$ cat src/rtl/psw_pkg.sv
package psw_pkg;

  localparam int WORD_W = 32;
  localparam int CPL_W  = 2;

  localparam int P_CF   = 0;
  localparam int P_ONE  = 1;
  localparam int P_PF   = 2;
  localparam int P_AF   = 4;
  localparam int P_ZF   = 6;
  localparam int P_SF   = 7;
  localparam int P_TF   = 8;
  localparam int P_IE   = 9;
  localparam int P_DF   = 10;
  localparam int P_OF   = 11;
  localparam int P_IOPL = 12;
  localparam int P_NT   = 14;
  localparam int P_RF   = 16;
  localparam int P_VM   = 17;
  localparam int P_AC   = 18;

  typedef struct packed {
    logic             cf;
    logic             pf;
    logic             af;
    logic             zf;
    logic             sf;
    logic             tf;
    logic             ie;
    logic             df;
    logic             of;
    logic [CPL_W-1:0] iopl;
    logic             nt;
    logic             rf;
    logic             vm;
    logic             ac;
  } psw_t;

  // Interrupt-enable gate: privilege must be numerically at or below IOPL.
  function automatic logic ie_allowed(input logic [CPL_W-1:0] cpl,
                                      input logic [CPL_W-1:0] iopl);
    return (cpl <= iopl);
  endfunction

  // Gate for fields reserved to the most privileged level.
  function automatic logic top_level(input logic [CPL_W-1:0] cpl);
    return (cpl == '0);
  endfunction

  // Fields written unconditionally from the low half of the data word.
  function automatic psw_t load_free(input psw_t s,
                                     input logic [WORD_W-1:0] d);
    psw_t r;
    r    = s;
    r.cf = d[P_CF];
    r.pf = d[P_PF];
    r.af = d[P_AF];
    r.zf = d[P_ZF];
    r.sf = d[P_SF];
    r.tf = d[P_TF];
    r.df = d[P_DF];
    r.of = d[P_OF];
    r.nt = d[P_NT];
    return r;
  endfunction

  // Build the architectural word from stored fields.
  function automatic logic [WORD_W-1:0] pack_word(input psw_t s,
                                                  input logic ac_bit);
    logic [WORD_W-1:0] w;
    w                        = '0;
    w[P_CF]                  = s.cf;
    w[P_ONE]                 = 1'b1;
    w[P_PF]                  = s.pf;
    w[P_AF]                  = s.af;
    w[P_ZF]                  = s.zf;
    w[P_SF]                  = s.sf;
    w[P_TF]                  = s.tf;
    w[P_IE]                  = s.ie;
    w[P_DF]                  = s.df;
    w[P_OF]                  = s.of;
    w[P_IOPL+CPL_W-1:P_IOPL] = s.iopl;
    w[P_NT]                  = s.nt;
    w[P_RF]                  = s.rf;
    w[P_VM]                  = s.vm;
    w[P_AC]                  = ac_bit;
    return w;
  endfunction

endpackage

$ cat src/rtl/psw_priv_gate.sv
module psw_priv_gate
  import psw_pkg::*;
#(
  parameter bit HAS_AC = 1'b1
) (
  input  logic [CPL_W-1:0] cpl,
  input  logic [CPL_W-1:0] iopl_cur,
  input  logic             wr_full,
  input  logic             wr_low,
  output logic             wr_any,
  output logic             ie_ok,
  output logic             iopl_ok,
  output logic             rf_ok,
  output logic             vm_ok,
  output logic             ac_ok
);

  assign wr_any  = wr_full | wr_low;
  assign ie_ok   = wr_any  & ie_allowed(cpl, iopl_cur);
  assign iopl_ok = wr_any  & top_level(cpl);
  assign rf_ok   = wr_full;
  assign vm_ok   = wr_full & top_level(cpl);

  generate
    if (HAS_AC) begin : g_ac
      assign ac_ok = wr_full;
    end else begin : g_no_ac
      assign ac_ok = 1'b0;
    end
  endgenerate

endmodule

$ cat src/rtl/psw_ovf_policy.sv
module psw_ovf_policy #(
  parameter bit UNDEF_OF = 1'b0
) (
  input  logic upd,
  input  logic mode,
  input  logic val,
  output logic of_we,
  output logic of_bit
);

  assign of_we  = upd;
  assign of_bit = mode ? UNDEF_OF : val;

endmodule

$ cat src/rtl/psw_word_pack.sv
module psw_word_pack
  import psw_pkg::*;
#(
  parameter bit HAS_AC = 1'b1
) (
  input  psw_t              st,
  output logic [WORD_W-1:0] word
);

  logic ac_vis;

  generate
    if (HAS_AC) begin : g_ac
      assign ac_vis = st.ac;
    end else begin : g_no_ac
      assign ac_vis = 1'b0;
    end
  endgenerate

  assign word = pack_word(st, ac_vis);

endmodule

$ cat src/rtl/psw_gate_reg.sv
module psw_gate_reg
  import psw_pkg::*;
#(
  parameter bit HAS_AC   = 1'b1,
  parameter bit UNDEF_OF = 1'b0
) (
  input  logic              clk,
  input  logic              rst_n,
  input  logic [CPL_W-1:0]  cur_cpl,
  input  logic              wr_full,
  input  logic              wr_low,
  input  logic [WORD_W-1:0] wr_data,
  input  logic              ovf_upd,
  input  logic              ovf_mode,
  input  logic              ovf_val,
  output logic [WORD_W-1:0] flag_word
);

  psw_t flag_q;
  psw_t flag_d;

  // Named events for the checker.
  logic wr_any;
  logic ie_ok;
  logic iopl_ok;
  logic rf_ok;
  logic vm_ok;
  logic ac_ok;
  logic of_we;
  logic of_bit;

  psw_priv_gate #(.HAS_AC(HAS_AC)) u_gate (
    .cpl      (cur_cpl),
    .iopl_cur (flag_q.iopl),
    .wr_full  (wr_full),
    .wr_low   (wr_low),
    .wr_any   (wr_any),
    .ie_ok    (ie_ok),
    .iopl_ok  (iopl_ok),
    .rf_ok    (rf_ok),
    .vm_ok    (vm_ok),
    .ac_ok    (ac_ok)
  );

  psw_ovf_policy #(.UNDEF_OF(UNDEF_OF)) u_ovf (
    .upd    (ovf_upd),
    .mode   (ovf_mode),
    .val    (ovf_val),
    .of_we  (of_we),
    .of_bit (of_bit)
  );

  // All gates look at the stored IOPL, so every field moves on one edge.
  always_comb begin
    flag_d = flag_q;
    if (wr_any)  flag_d = load_free(flag_q, wr_data);
    if (ie_ok)   flag_d.ie   = wr_data[P_IE];
    if (iopl_ok) flag_d.iopl = wr_data[P_IOPL+CPL_W-1:P_IOPL];
    if (rf_ok)   flag_d.rf   = wr_data[P_RF];
    if (vm_ok)   flag_d.vm   = wr_data[P_VM];
    if (ac_ok)   flag_d.ac   = wr_data[P_AC];
    if (of_we)   flag_d.of   = of_bit;
  end

  always_ff @(posedge clk) begin
    if (!rst_n) flag_q <= '0;
    else        flag_q <= flag_d;
  end

  psw_word_pack #(.HAS_AC(HAS_AC)) u_pack (
    .st   (flag_q),
    .word (flag_word)
  );

endmodule

$ cat config.mk
export PLATFORM = sky130hd
export DESIGN_NAME = psw_gate_reg
export DESIGN_NICKNAME = d
export VERILOG_FILES = /design/src/rtl/psw_pkg.sv /design/src/rtl/psw_priv_gate.sv /design/src/rtl/psw_ovf_policy.sv /design/src/rtl/psw_word_pack.sv /design/src/rtl/psw_gate_reg.sv
export SDC_FILE = /design/constraint.sdc
export NUM_CORES = 1
export LEC_CHECK = 0
export ABC_CLOCK_PERIOD_IN_PS = 1380
export BUFFER_PORTS_ARGS = -buffer_cell sky130_fd_sc_hd__buf_2
export CAP_MARGIN = 40
export CORE_MARGIN = 2
export CORE_UTILIZATION = 36
export DETAILED_ROUTE_END_ITERATION = 12
export PLACE_DENSITY = 0.81
export SKIP_CTS_REPAIR_TIMING = 1
export SYNTH_ARGS = -nofsm -noshare
export SYNTH_HDL_FRONTEND = slang
export SYNTH_SLANG_ARGS = --single-unit
$ cat constraint.sdc
create_clock -name clk -period 1.38 [get_ports clk]
set_input_delay 0.207 -clock clk [delete_from_list [all_inputs] [get_ports clk]]
set_output_delay 0.207 -clock clk [all_outputs]
set_load 0.01 [all_outputs]
==> metrics.md, run 1 <==
| Metric | Value |
|---|---|
| Yosys cell types | 26 |
| Critical path data arrival time | 1.49 ns |
| H-Tree Depth | 1 |
| Slowest-stage cell, CP | dfxtp_1 |
| Sum Neg Setup Slack | 0 ns |
| First-pass GRT wire length | 2690 um |
| Period utilisation layout | 93.5% |
| Die area | 2640 um^2 |
| Final setup violating endpoints | 0 |
| RSZ-0062 raised after global routing | false |
| Largest net degree at the start of global routing | 17 |
| Core Region | 2170 um^2 |
| Top post-synthesis cells by count | nand2_1 (20), buf_4 (17), dfxtp_1 (15), a21boi_1 (9), nor2b_1 (4) |
| Nets | 176 |
| Hold WS | 0.167 ns |
| Num CTS Buffers | 3 |
| Total power divided by cell area | 922 nW/um^2 |
| Grt total ovfl | 0 |
| Max-cap violations | 0 |
| GR Util All Layers | 13.2% |
| Vias | 704 |
| DP Worst Slack | 0.0971 ns |
| Post-synthesis compound-gate area fraction | 19.0% |
| Cell Area, Synth | 808 um^2 |
| Peak fanout along the critical path | 2 |
| Final Max Tran Viols | 0 |
| Required time worst endpoint | 1.58 ns |
| Number of synthesized register bits | 15 |
| Ports | 73 |
| DR pass1 iterations | 4 |
| Post-synth EDFFs | 0 |
| Peak supply drop | 0.517 mV |
| Final wirelength | 1640 um |
| Cell taking the most area after synthesis | dfxtp_1 |
| Layout cells sized above 1 | 34.8% |
| Adder-cell area share of the yosys netlist | 3.10% |
| CP Capture Type | flip-flop |
| Pleak | 0.000507 uW |
| Yosys Warn Count | 0 |
| Top FF cell, synth | dfxtp_1 |
| CTS tree | built |
| XOR/XNOR share of the synthesized area | 0% |
| Post-synth top area share | 37.2% |
| Tmin final | 1.29 ns |
| HP Class | input port to flip-flop |
| 1st-iter DRT viols | 8 |
| Slowest Stage Delay on Critical Path | 0.33 ns |
| Post-route ant nets | 0 |
| Post-route cell area | 970 um^2 |
| FFs w/ async S/R, synth | 0% |
| Number of flip-flops in the largest register | 15 |
| Post-synthesis mux area share | 2.48% |
| Wire per inst | 10.3 um |
| Number of placement rows | 17 |
| # clock sinks | 15 |
| Clock root buffer | clkbuf_4 |
| Initial antenna violation count | 0 |
| Critical-path cell list | inv_1, ha_1, nor2b_1, o32a_1, o211ai_1 |
| Fin Clk Skew | 0.000313 ns |
| Post-Synthesis Cells | 94 |
| Die height | 51.4 um |
| Largest family of logic cells by synthesized area | buffers and inverters |
| Synth area leaders | dfxtp_1 (37%), buf_4 (16%), nand2_1 (9.3%) |
| Avg Inst Size Synth | 8.60 um^2 |
| Synth Area in Simple Gates | 16.9% |
| Worst-path clk slew | 0.09 ns |
| DRC violations left | 0 |
| Final Hold Fails | 0 |
| Gp weighted congestion | 0.629 |
| Starting Density | 37.3% |
| Worst setup margin | 0.0890 ns |
| # port buffers | 38 |
| Post-DP HPWL | 1310 um |
| Clock Tree Buf Depth | 2 |
| Biggest regs | flag_q: 15 flops |
| Status | finished, final reports clean |
| Sequential area share after synthesis | 37.2% |
| Clock latency at the later pin of the worst-skew pair | 0.27 ns |
| Fill cells | 213 |
| CP Launch Type | flip-flop |
| # diodes | 0 |
| Via density | 4.40 |
| Largest register by flop count | flag_q |
| Max Clk Rate | 775 MHz |
| Vias in the first global route | 673 |
| Most frequent cell after synthesis | nand2_1 |
| Finished Layout Cells | 160 |
| Synth-to-layout area growth | 20.0% |
| Setup CP Type | flip-flop to flip-flop |
| Cells after DPL | 156 |
| Die Width | 51.4 um |
| Placed Area | 943 um^2 |
## power by group
group / internal (uW) / switching, uW / leakage (uW)
registers: 460 / 13.4 / 0.000124
logic: 77.7 / 101 / 0.000368
clock network: 112 / 131 / 0.0000150
## worst max-delay path, delay by kind of cell, from the launching register on
kind | cells | cell delay (ns)
compound gates | 2 | 0.40
simple gates | 1 | 0.15
buf+inv | 1 | 0.06
fa+ha+maj | 1 | 0.28
flops | 1 | 0.33
## routing by layer
metal / vias to the layer above / global-route usage, % / wire length (um)
met2: 30 / 25.2 / 841
met3: 0 / 2.92 / 114
met1: 322 / 14.1 / 686
li1: 352 / - / -
met4: 0 / 3.95 / 0
met5: - / 0 / 0
## cells in the final DEF, fill, tap and decap left out
master / instances
inv_1: 3
a21boi_1: 9
o32a_1: 1
o31ai_1: 1
mux2i_1: 2
nand2_1: 20
nand3_1: 2
a21boi_2: 1
nor2b_1: 4
nor2_2: 1
o21ai_0: 1
and3_2: 1
clkbuf_1: 1
o21a_1: 1
o2111ai_1: 1
buf_4: 1
ha_1: 2
a21boi_0: 1
clkbuf_4: 3
buf_2: 38
or2_4: 1
conb_1: 17
nor2_1: 1
o211ai_1: 2
dfxtp_1: 15
a21o_1: 1
a31oi_1: 1
## metrics by stage
stage,total power (uW),utilization (%)
final,894,44.7
after global routing,955,44.7
after CTS,906,44.7
after detailed placement,662,43.5
after global placement,654,43.5
after floorplan,625,-
## final timing paths
path | endpoint | start | slack, ns | cells past startpoint
worst max register to register | flag_q[8] | flag_q[5] | 0.09 | 5
worst min-delay path | flag_q[12] | wr_data[4] | 0.17 | 3
worst min register to register | flag_q[7] | flag_q[7] | 0.45 | 2
worst max-delay path | flag_q[8] | flag_q[5] | 0.09 | 5
## final cells by class
class                      count  area [um^2]  area share [%]
sequential                    15          300            31.0
multi-input combinational     71          399            41.2
inverter                       3         11.3            1.16
clock buffer                   4         26.3            2.71
timing repair buffer          39          198            20.4
tap                           28         35.0            3.61
## logic make-up after synthesis
kind of cell	after synthesis
and+or+nand+nor	30
muxes	2
AOI/OAI and AO/OA	20
adders and majority gates	2
other	2
DFF	15
buffers and inverters	23
Power figures use the tool's default switching activity.
==> inputs of run 2 (changes only) <==
--- a/config.mk
+++ b/config.mk
@@ -11,5 +11,5 @@
 export CORE_MARGIN = 2
-export CORE_UTILIZATION = 36
+export CORE_UTILIZATION = 30
 export DETAILED_ROUTE_END_ITERATION = 12
-export PLACE_DENSITY = 0.81
+export PLACE_DENSITY = 0.7
 export SKIP_CTS_REPAIR_TIMING = 1
--- a/constraint.sdc
+++ b/constraint.sdc
@@ -3,2 +3,2 @@
 set_output_delay 0.207 -clock clk [all_outputs]
-set_load 0.01 [all_outputs]
+set_load 0.1 [all_outputs]
==> metrics.md, run 2 (synthesized netlist as in run 1, its figures left out) <==
| Metric | Value |
|---|---|
| Biggest regs | flag_q: 15 flops |
| CP bufs+invs | 1 |
| Most common library cell in the layout ignoring fill and taps | buf_2 |
| Vias in the first global route | 644 |
| H-Tree Depth | 1 |
| GR Util All Layers | 11.7% |
| Pleak | 0.000512 uW |
| DRC violations left | 0 |
| Via density | 4.25 |
| # port buffers | 38 |
| Reg2reg start | flag_q[5] |
| Slowest Stage Delay on Critical Path | 0.43 ns |
| Initial antenna violation count | 0 |
| Die Width | 55.9 um |
| RSZ-0062 raised after global routing | false |
| Most frequent cells in the layout | buf_2 (38), nand2_1 (20), conb_1 (17) |
| Final setup violating endpoints | 0 |
| Worst setup margin | 0.103 ns |
| Die height | 55.9 um |
| Peak supply drop | 0.665 mV |
| Largest net degree at the start of global routing | 17 |
| Register-to-register setup slack | 0.16 ns |
| Core Region | 2520 um^2 |
| CTS tree | built |
| Hold path depth | 3 |
| Number of placement rows | 18 |
| First-pass GRT wire length | 2770 um |
| Gp weighted congestion | 0.683 |
| Hold EP | flag_q[9] |
| Post-DP HPWL | 1420 um |
| Wire per inst | 10.9 um |
| Grt total ovfl | 0 |
| Ports | 73 |
| DR pass1 iterations | 2 |
| Num CTS Buffers | 3 |
| Post-route ant nets | 0 |
| Hold WS | 0.156 ns |
| Worst path top cell family by delay | buffers and inverters |
| DP Worst Slack | 0.177 ns |
| Critical-path cell list | buf_2 |
| Peak fanout along the critical path | 3 |
| Setup CP Type | flip-flop to output pin |
| # clock sinks | 15 |
| Fin Clk Skew | 0.000204 ns |
| Clock Tree Buf Depth | 2 |
| HP Class | input port to flip-flop |
| # diodes | 0 |
| 1st-iter DRT viols | 5 |
| Synth-to-layout area growth | 22.6% |
| Max Clk Rate | 783 MHz |
| Placed Area | 963 um^2 |
| CP Capture Type | output pin |
| Clock latency at the later pin of the worst-skew pair | 0.28 ns |
| Clock root buffer | clkbuf_4 |
| Number of flip-flops in the largest register | 15 |
| Final wirelength | 1770 um |
| Starting Density | 32.0% |
| Post-route cell area | 991 um^2 |
| Tmin final | 1.28 ns |
| Critical path data arrival time | 1.07 ns |
| Nets | 176 |
| Largest register by flop count | flag_q |
| CP Launch Type | flip-flop |
| Die area | 3130 um^2 |
| Required time worst endpoint | 1.17 ns |
| Worst reg2reg endpoint | flag_q[8] |
| Slowest-stage cell, CP | buf_2 |
| Fill cells | 270 |
| Worst-path clk slew | 0.09 ns |
| Total power divided by cell area | 1280 nW/um^2 |
| Final Max Tran Viols | 0 |
| Layout cells sized above 1 | 38.6% |
| Vias | 689 |
| Worst R2R Path Depth | 5 |
| Status | finished, final reports clean |
| Max-cap violations | 0 |
| Period utilisation layout | 92.5% |
| Hold Crit Start | wr_data[8] |
| Final Hold Fails | 0 |
-- run 2: report_power, final --
group	switching, uW	internal (uW)
clock	142	108
sequential	12.9	459
combinational	464	80.4
total	618	647
-- run 2: per-stage QoR --
stage	power, uW	utilization [%]	TNS [ns]	std cells
2_1_floorplan	989	-	-0.0316	109
3_3_place_gp	1020	38.2	0	158
3_5_place_dp	1030	38.2	0	158
4_1_cts	1290	39.3	0	162
5_1_grt	1330	39.3	0	162
6_report	1270	39.3	0	162
-- run 2: how the worst max path moves through the flow --
| stage | startpoint | end | slack, ns | depth (start not counted) |
|---|---|---|---|---|
| detailed placement | flag_q[5] | flag_q[8] | 0.18 | 5 |
| global placement | flag_q[5] | flag_q[8] | 0.20 | 5 |
| global route | flag_q[8] | flag_word[9] | 0.05 | 1 |
| floorplan | flag_q[5] | flag_q[8] | -0.03 | 5 |
| CTS | flag_q[8] | flag_word[9] | 0.08 | 1 |
| finish | flag_q[8] | flag_word[9] | 0.10 | 1 |
-- run 2: layer usage --
layer | routed length [um] | vias to the layer above | GRT usage, %
met5 | 0 | - | 0
met3 | 136 | 2 | 6.51
li1 | - | 354 | -
met4 | 12 | 0 | 3.06
met2 | 937 | 25 | 21.3
met1 | 687 | 308 | 11.3
-- run 2: final cells by class --
type / instances / area [um^2] / share of cell area (%)
Clock buffer: 3 / 22.5 / 2.27
Multi-Input combinational cell: 71 / 412 / 41.5
Sequential cell: 15 / 305 / 30.8
Clock inverter: 1 / 5.00 / 0.505
Tap cell: 30 / 37.5 / 3.79
Inverter: 3 / 11.3 / 1.14
Timing Repair Buffer: 39 / 198 / 19.9
